[src/rtl/wcc_pkg.sv]
// Shared types and command field positions for the word-counted channel.
// Assumes a 16-bit command word whose top six bits carry the opcode.
package wcc_pkg;
    typedef enum logic [2:0] {
        ST_CMD   = 3'd0,   // counter zero, next word is a command
        ST_CNT   = 3'd1,   // next word is a long count
        ST_IN    = 3'd2,   // counter nonzero, words are data
        ST_OSEND = 3'd3,   // output request raised
        ST_OWAIT = 3'd4    // waiting for output acknowledge to fall
    } wcc_state_e;

    localparam int          OPC_HI    = 15;
    localparam int          OPC_LO    = 10;
    localparam logic [5:0]  OPC_COUNT = 6'o17;
    localparam int          LONG_BIT  = 9;
    localparam int          REC_BIT   = 8;
    localparam int          SHORT_W   = 6;
endpackage

[src/rtl/wcc_sync.sv]
// Multi-stage flop synchronizer for a bus of independent level signals.
// Assumes each bit is a slow level (handshake), so no bus coherency is needed.
module wcc_sync #(
    parameter int WIDTH  = 2,
    parameter int STAGES = 2
) (
    input  logic             clk,
    input  logic             rst_n,
    input  logic [WIDTH-1:0] d,
    output logic [WIDTH-1:0] q
);
    logic [STAGES-1:0][WIDTH-1:0] chain;

    for (genvar s = 0; s < STAGES; s++) begin : g_stage
        if (s == 0) begin : g_first
            // first stage samples the asynchronous input
            always_ff @(posedge clk) begin
                if (!rst_n) chain[0] <= '0;
                else        chain[0] <= d;
            end
        end else begin : g_next
            // later stages resolve metastability
            always_ff @(posedge clk) begin
                if (!rst_n) chain[s] <= '0;
                else        chain[s] <= chain[s-1];
            end
        end
    end

    assign q = chain[STAGES-1];
endmodule

[src/rtl/wcc_counter.sv]
// Synchronous loadable down counter with zero and one detection.
// Assumes load and dec are never both requested in one cycle; load wins.
module wcc_counter #(
    parameter int W = 16
) (
    input  logic         clk,
    input  logic         rst_n,
    input  logic         load,
    input  logic [W-1:0] load_val,
    input  logic         dec,
    output logic [W-1:0] count,
    output logic         zero,
    output logic         last
);
    // counter register: load, decrement or hold
    always_ff @(posedge clk) begin
        if (!rst_n)           count <= '0;
        else if (load)        count <= load_val;
        else if (dec && !zero) count <= count - W'(1);
    end

    assign zero = (count == '0);
    assign last = (count == W'(1));
endmodule

[src/rtl/wcc_channel.sv]
// Top of the word-counted command/data channel. One down counter steers
// input words to the command register or the 32-bit input register and
// meters output words taken from the output register.
// Assumes out_load, seg_mode and wide_out change only while idle, and that
// partners hold request/data (or acknowledge) until the other side answers.
module wcc_channel #(
    parameter int DW          = 16,
    parameter int CW          = 16,
    parameter int SYNC_STAGES = 2
) (
    input  logic            clk,
    input  logic            rst_n,
    input  logic            in_req,
    input  logic [DW-1:0]   in_word,
    output logic            in_ack,
    input  logic            seg_mode,
    input  logic            wide_out,
    input  logic [2*DW-1:0] out_data,
    input  logic            out_load,
    output logic            out_req,
    output logic [DW-1:0]   out_word,
    input  logic            out_ack,
    output logic            out_record,
    output logic [DW-1:0]   cmd_reg,
    output logic [2*DW-1:0] in_reg
);
    import wcc_pkg::*;

    localparam int RW = 2 * DW;

    wcc_state_e    state;
    logic          req_s, ack_s;
    logic          in_ack_q, hi_half, out_flag, rec_en, record_q;
    logic [RW-1:0] out_reg_q;
    logic          accept, is_count, is_long;
    logic          cnt_load, cnt_dec, cnt_zero, cnt_last;
    logic [CW-1:0] cnt_val, cnt_q, short_val, long_val;

    wcc_sync #(.WIDTH(2), .STAGES(SYNC_STAGES)) u_sync (
        .clk   (clk),
        .rst_n (rst_n),
        .d     ({in_req, out_ack}),
        .q     ({req_s, ack_s})
    );

    assign accept    = req_s && !in_ack_q &&
                       (state == ST_CMD || state == ST_CNT || state == ST_IN);
    assign is_count  = (in_word[OPC_HI:OPC_LO] == OPC_COUNT);
    assign is_long   = in_word[LONG_BIT];
    assign short_val = {{(CW-SHORT_W){1'b0}}, in_word[SHORT_W-1:0]};
    assign long_val  = CW'(in_word);

    // counter control derived from the current state and handshakes
    always_comb begin
        cnt_load = 1'b0;
        cnt_dec  = 1'b0;
        cnt_val  = short_val;
        unique case (state)
            ST_CMD:   cnt_load = accept && is_count && !is_long;
            ST_CNT:   begin cnt_load = accept; cnt_val = long_val; end
            ST_IN:    cnt_dec  = accept;
            ST_OSEND: cnt_dec  = ack_s;
            default:  ;
        endcase
    end

    wcc_counter #(.W(CW)) u_cnt (
        .clk      (clk),
        .rst_n    (rst_n),
        .load     (cnt_load),
        .load_val (cnt_val),
        .dec      (cnt_dec),
        .count    (cnt_q),
        .zero     (cnt_zero),
        .last     (cnt_last)
    );

    // input acknowledge: set on accept, cleared once request is released
    always_ff @(posedge clk) begin
        if (!rst_n)      in_ack_q <= 1'b0;
        else if (accept) in_ack_q <= 1'b1;
        else if (!req_s) in_ack_q <= 1'b0;
    end

    // sequencing, register writes and output metering
    always_ff @(posedge clk) begin
        if (!rst_n) begin
            state     <= ST_CMD;
            cmd_reg   <= '0;
            in_reg    <= '0;
            hi_half   <= 1'b1;
            out_flag  <= 1'b0;
            rec_en    <= 1'b0;
            record_q  <= 1'b0;
            out_reg_q <= '0;
        end else begin
            record_q <= 1'b0;
            unique case (state)
                ST_CMD: if (accept) begin
                    cmd_reg <= in_word;
                    if (is_count) begin
                        hi_half <= 1'b1;
                        rec_en  <= in_word[REC_BIT];
                        if (is_long)
                            state <= ST_CNT;
                        else if (short_val != '0)
                            state <= out_flag ? ST_OSEND : ST_IN;
                    end
                end
                ST_CNT: if (accept) begin
                    if (long_val == '0) state <= ST_CMD;
                    else                state <= out_flag ? ST_OSEND : ST_IN;
                end
                ST_IN: if (accept) begin
                    if (seg_mode)     in_reg[DW-1:0]  <= in_word;
                    else if (hi_half) in_reg[RW-1:DW] <= in_word;
                    else              in_reg[DW-1:0]  <= in_word;
                    hi_half <= !hi_half;
                    if (cnt_last) state <= ST_CMD;
                end
                ST_OSEND: if (ack_s) begin
                    hi_half <= !hi_half;
                    state   <= ST_OWAIT;
                end
                ST_OWAIT: if (!ack_s) begin
                    if (cnt_zero) begin
                        state    <= ST_CMD;
                        out_flag <= 1'b0;
                        record_q <= rec_en;
                    end else begin
                        state <= ST_OSEND;
                    end
                end
                default: state <= ST_CMD;
            endcase
            if (out_load) begin
                out_reg_q <= out_data;
                out_flag  <= 1'b1;
            end
        end
    end

    assign in_ack     = in_ack_q;
    assign out_req    = (state == ST_OSEND);
    assign out_word   = (wide_out && hi_half) ? out_reg_q[RW-1:DW] : out_reg_q[DW-1:0];
    assign out_record = record_q;
endmodule

[config.mk]
export PLATFORM = sky130hd
export DESIGN_NAME = wcc_channel
export DESIGN_NICKNAME = d
export VERILOG_FILES = /design/src/rtl/wcc_pkg.sv /design/src/rtl/wcc_sync.sv /design/src/rtl/wcc_counter.sv /design/src/rtl/wcc_channel.sv
export SDC_FILE = /design/constraint.sdc
export NUM_CORES = 1
export LEC_CHECK = 0
export ABC_AREA = 1
export BUFFER_PORTS_ARGS = -buffer_cell sky130_fd_sc_hd__buf_2
export CAP_MARGIN = 25
export CORE_ASPECT_RATIO = 2
export CORE_MARGIN = 10
export CORE_UTILIZATION = 55
export CTS_CLUSTER_DIAMETER = 100
export DETAILED_ROUTE_END_ITERATION = 10
export GPL_TIMING_DRIVEN = 0
export PLACE_DENSITY = 0.82
export SYNTH_ARGS = -nofsm -noshare
export SYNTH_HDL_FRONTEND = slang
export SYNTH_HIERARCHICAL = 1
export SYNTH_SLANG_ARGS = --single-unit
[constraint.sdc]
create_clock -name clk -period 5.6 [get_ports clk]
set_input_delay 0.84 -clock clk [delete_from_list [all_inputs] [get_ports clk]]
set_output_delay 0.84 -clock clk [all_outputs]
set_load 0.01 [all_outputs]
==> impl_results.md <==
* Final Core Density at 68.5%
* Routed len/inst at 16.8 um
* Clock Root Buffer: clkbuf_16
* Most frequent cell after synthesis: nor2_1
* DR vias/cell at 5.41
* Sequential standard cell area at 2160 um^2
* Initial DRT Pass Iterations at 5
* Die height at 153 um
* Worst Hold Class: reg2reg
* Pwr/cell area at 271 nW/um^2
* Largest stage delay on the critical path at 0.37 ns
* Postcts setup bufs at 0
* Maxcap violations at 0
* Synth top area cells: dfxtp_1 44%, nor2_1 12%, o21ai_0 9.4%
* Cell taking the most area after synthesis: dfxtp_1
* IO Pins at 122
* Sink Count at 108
* GRT Overall Usage at 23.0%
* Filler cells at 772
* Total core area at 8650 um^2
* Initial antenna violation count at 1
* CTS clk-pin slew, worst paths at 0.07 ns
* Top-area cell type share of the netlist area at 44.3%
* Outcome: completed
* Syn_nets at 740
* Cts hold-fix bufs at 0
* Most frequent CP cell: buf_2
* Gpl congestion at 1.02
* Main synth FF type: dfxtp_1
* Comb pwr share at 8.9%
* Worst Max-Slew Pin Slew at 0.681 ns
* Starting Density at 56.4%
* WP data required at 4.76 ns
* Die Area at 13300 um^2
* Final Hold Fails at 0
* Port-buffer cells at 121
* Clk_lat worst skew at 0.36 ns
* Final nets at 872
* Part of the power in registers at 50.1%
* R2R depth at 9
* Mapped Avg Cell Area at 7.14 um^2
* RSZ-0062 raised after global routing: false
* Initial DRC Count at 402
* First-pass GRT wire length at 24400 um
* Post-synthesis async set-or-reset flop share at 0%
* Post-Syn Area at 4880 um^2
* Crit path DAT at 2.02 ns
* Hold-critical path depth at 2
* Setup TNS at 0 ns
* EDFF count, synth at 0
* Share of cells above drive strength 1 at 23.0%
* Sw Ratio at 25.1%
* Hold Crit Start: u_sync/chain[1]
* Fin crit share at 51.1%
* DRC errors left at 0
* Clk network pwr share at 41.0%
* Worst-path fanout max at 10
* DP HPWL at 12300 um
* Post-Syn Instances at 683
* Register area share after synthesis at 44.3%
* Pint at 0.00120 W
* Worst setup EP type: output port
* WL final at 15500 um
* Synth Register Bits at 108
* CP Launch Type: input port
* R2R Setup Slk at 3.09 ns
* Critical-path cell list: buf_2, nand2_1, buf_2, mux2_2, buf_2
* Clk buf depth at 2
* CTS tree: yes
* Post-synth top cells: 155 x nor2_1, 108 x dfxtp_1, 104 x nand2_1, 92 x o21ai_0, 50 x a21oi_1
* Die X at 86.6 um
* Area Overhead vs Synth at 21.3%
* Global route total overflow at 0
* Slowest cell on the critical path: mux2_2
* Detail Route Antenna Nets at 0
* # rows at 48
* Slew Limit Fails at 0
* Max VDD drop at 0.222 mV
* Distinct cells, synth at 31
* Via count at 4984
* Relative slew slack at 54.6%
* # setup viols final at 0
* Sw power at 0.000402 W
* Worst Hold Endpoint: u_sync/q[1]
* RR Startpoint: state[0]
* Total power at 0.00160 W
* Fin crit period at 2.86 ns
* Clk_skew at 0.0132 ns
* Largest net degree at the start of global routing at 20
* CTS resizes at 0
* R2R Path End: u_cnt/count[0]
* Warnings, synthesis at 6
* Number of buffers created by CTS at 9
* LEAKAGE at 3.01 nW
* Crit Path Category: in2out
* H-tree lvl count at 3
* Max Clk Rate at 350 MHz
* Vias in the first global route at 5002
* Area of the multi-input gates at 2340 um^2
==> kinds of logic (layout without fill, tap and decap cells) <==
family | Yosys count | after routing | synth area share [%]
muxes | 15 | 15 | 3.46
other | 0 | 1 | 0
buffers and inverters | 87 | 224 | 7.74
adders and majority gates | 2 | 2 | 0.513
DFF | 108 | 108 | 44.3
xor gates and xnor gates | 3 | 3 | 0.539
AOI/OAI and AO/OA | 146 | 146 | 15.2
and+or+nand+nor | 322 | 322 | 28.3
==> metrics by stage <==
stage / std cells / hold WS, ns / worst slack (ns) / area, um^2
2_1_floorplan: 683 / 0.390 / 3.11 / 4880
3_3_place_gp: 904 / 0.403 / 2.69 / 5610
3_5_place_dp: 904 / 0.413 / 2.66 / 5610
4_1_cts: 920 / 0.430 / 2.72 / 5920
5_1_grt: 921 / 0.445 / 2.67 / 5920
6_report: 921 / 0.424 / 2.74 / 5920
==> power groups by stage <==
stage               registers (W)  logic (W)  clock network, W
finish                   0.000804   0.000143          0.000657
global route             0.000806   0.000158          0.000694
CTS                      0.000804   0.000143          0.000661
detailed placement       0.000822   0.000142                 0
global placement         0.000821   0.000139                 0
floorplan                0.000821  0.0000757                 0
==> worst max-delay path: cells and delay by family <==
kind	cells	cell delay (ns)
buffers and inverters	3	0.54
and+or+nand+nor	1	0.27
muxes	1	0.37
==> metal layers <==
layer	global-route usage, %	part of all wire [%]
met5	0	0
met4	16.2	6.5
met3	6.60	7.0
met2	40.0	52
met1	22.1	35
==> layout make-up <==
cell class	instances	area share, %
Antenna cell	1	0.0423
Timing Repair Buffer	121	10.2
Sequential cell	108	36.5
Multi-Input combinational cell	488	39.5
Buffer	31	2.79
Tap cell	100	2.11
Clock buffer	9	3.80
Inverter	56	3.59
Clock inverter	7	1.39
==> how the worst max path moves through the flow <==
stage / slack (ns) / start / to
after global placement: 2.69 / in_word[15] / u_cnt/count[13]
final: 2.74 / wide_out / out_word[12]
after CTS: 2.72 / wide_out / out_word[12]
after global routing: 2.67 / wide_out / out_word[13]
after detailed placement: 2.66 / in_word[15] / u_cnt/count[2]
after floorplan: 3.11 / wide_out / out_word[10]
==> cells in the final DEF (no fill, tap or decap), types with 5 or more instances in the layout <==
| master | count |
|---|---|
| a21oi_1 | 50 |
| buf_2 | 127 |
| clkbuf_1 | 14 |
| clkbuf_16 | 9 |
| dfxtp_1 | 108 |
| inv_1 | 48 |
| inv_2 | 5 |
| mux2_2 | 15 |
| nand2_1 | 104 |
| nand3_1 | 34 |
| nor2_1 | 155 |
| o21ai_0 | 92 |
Power figures use the tool's default switching activity.
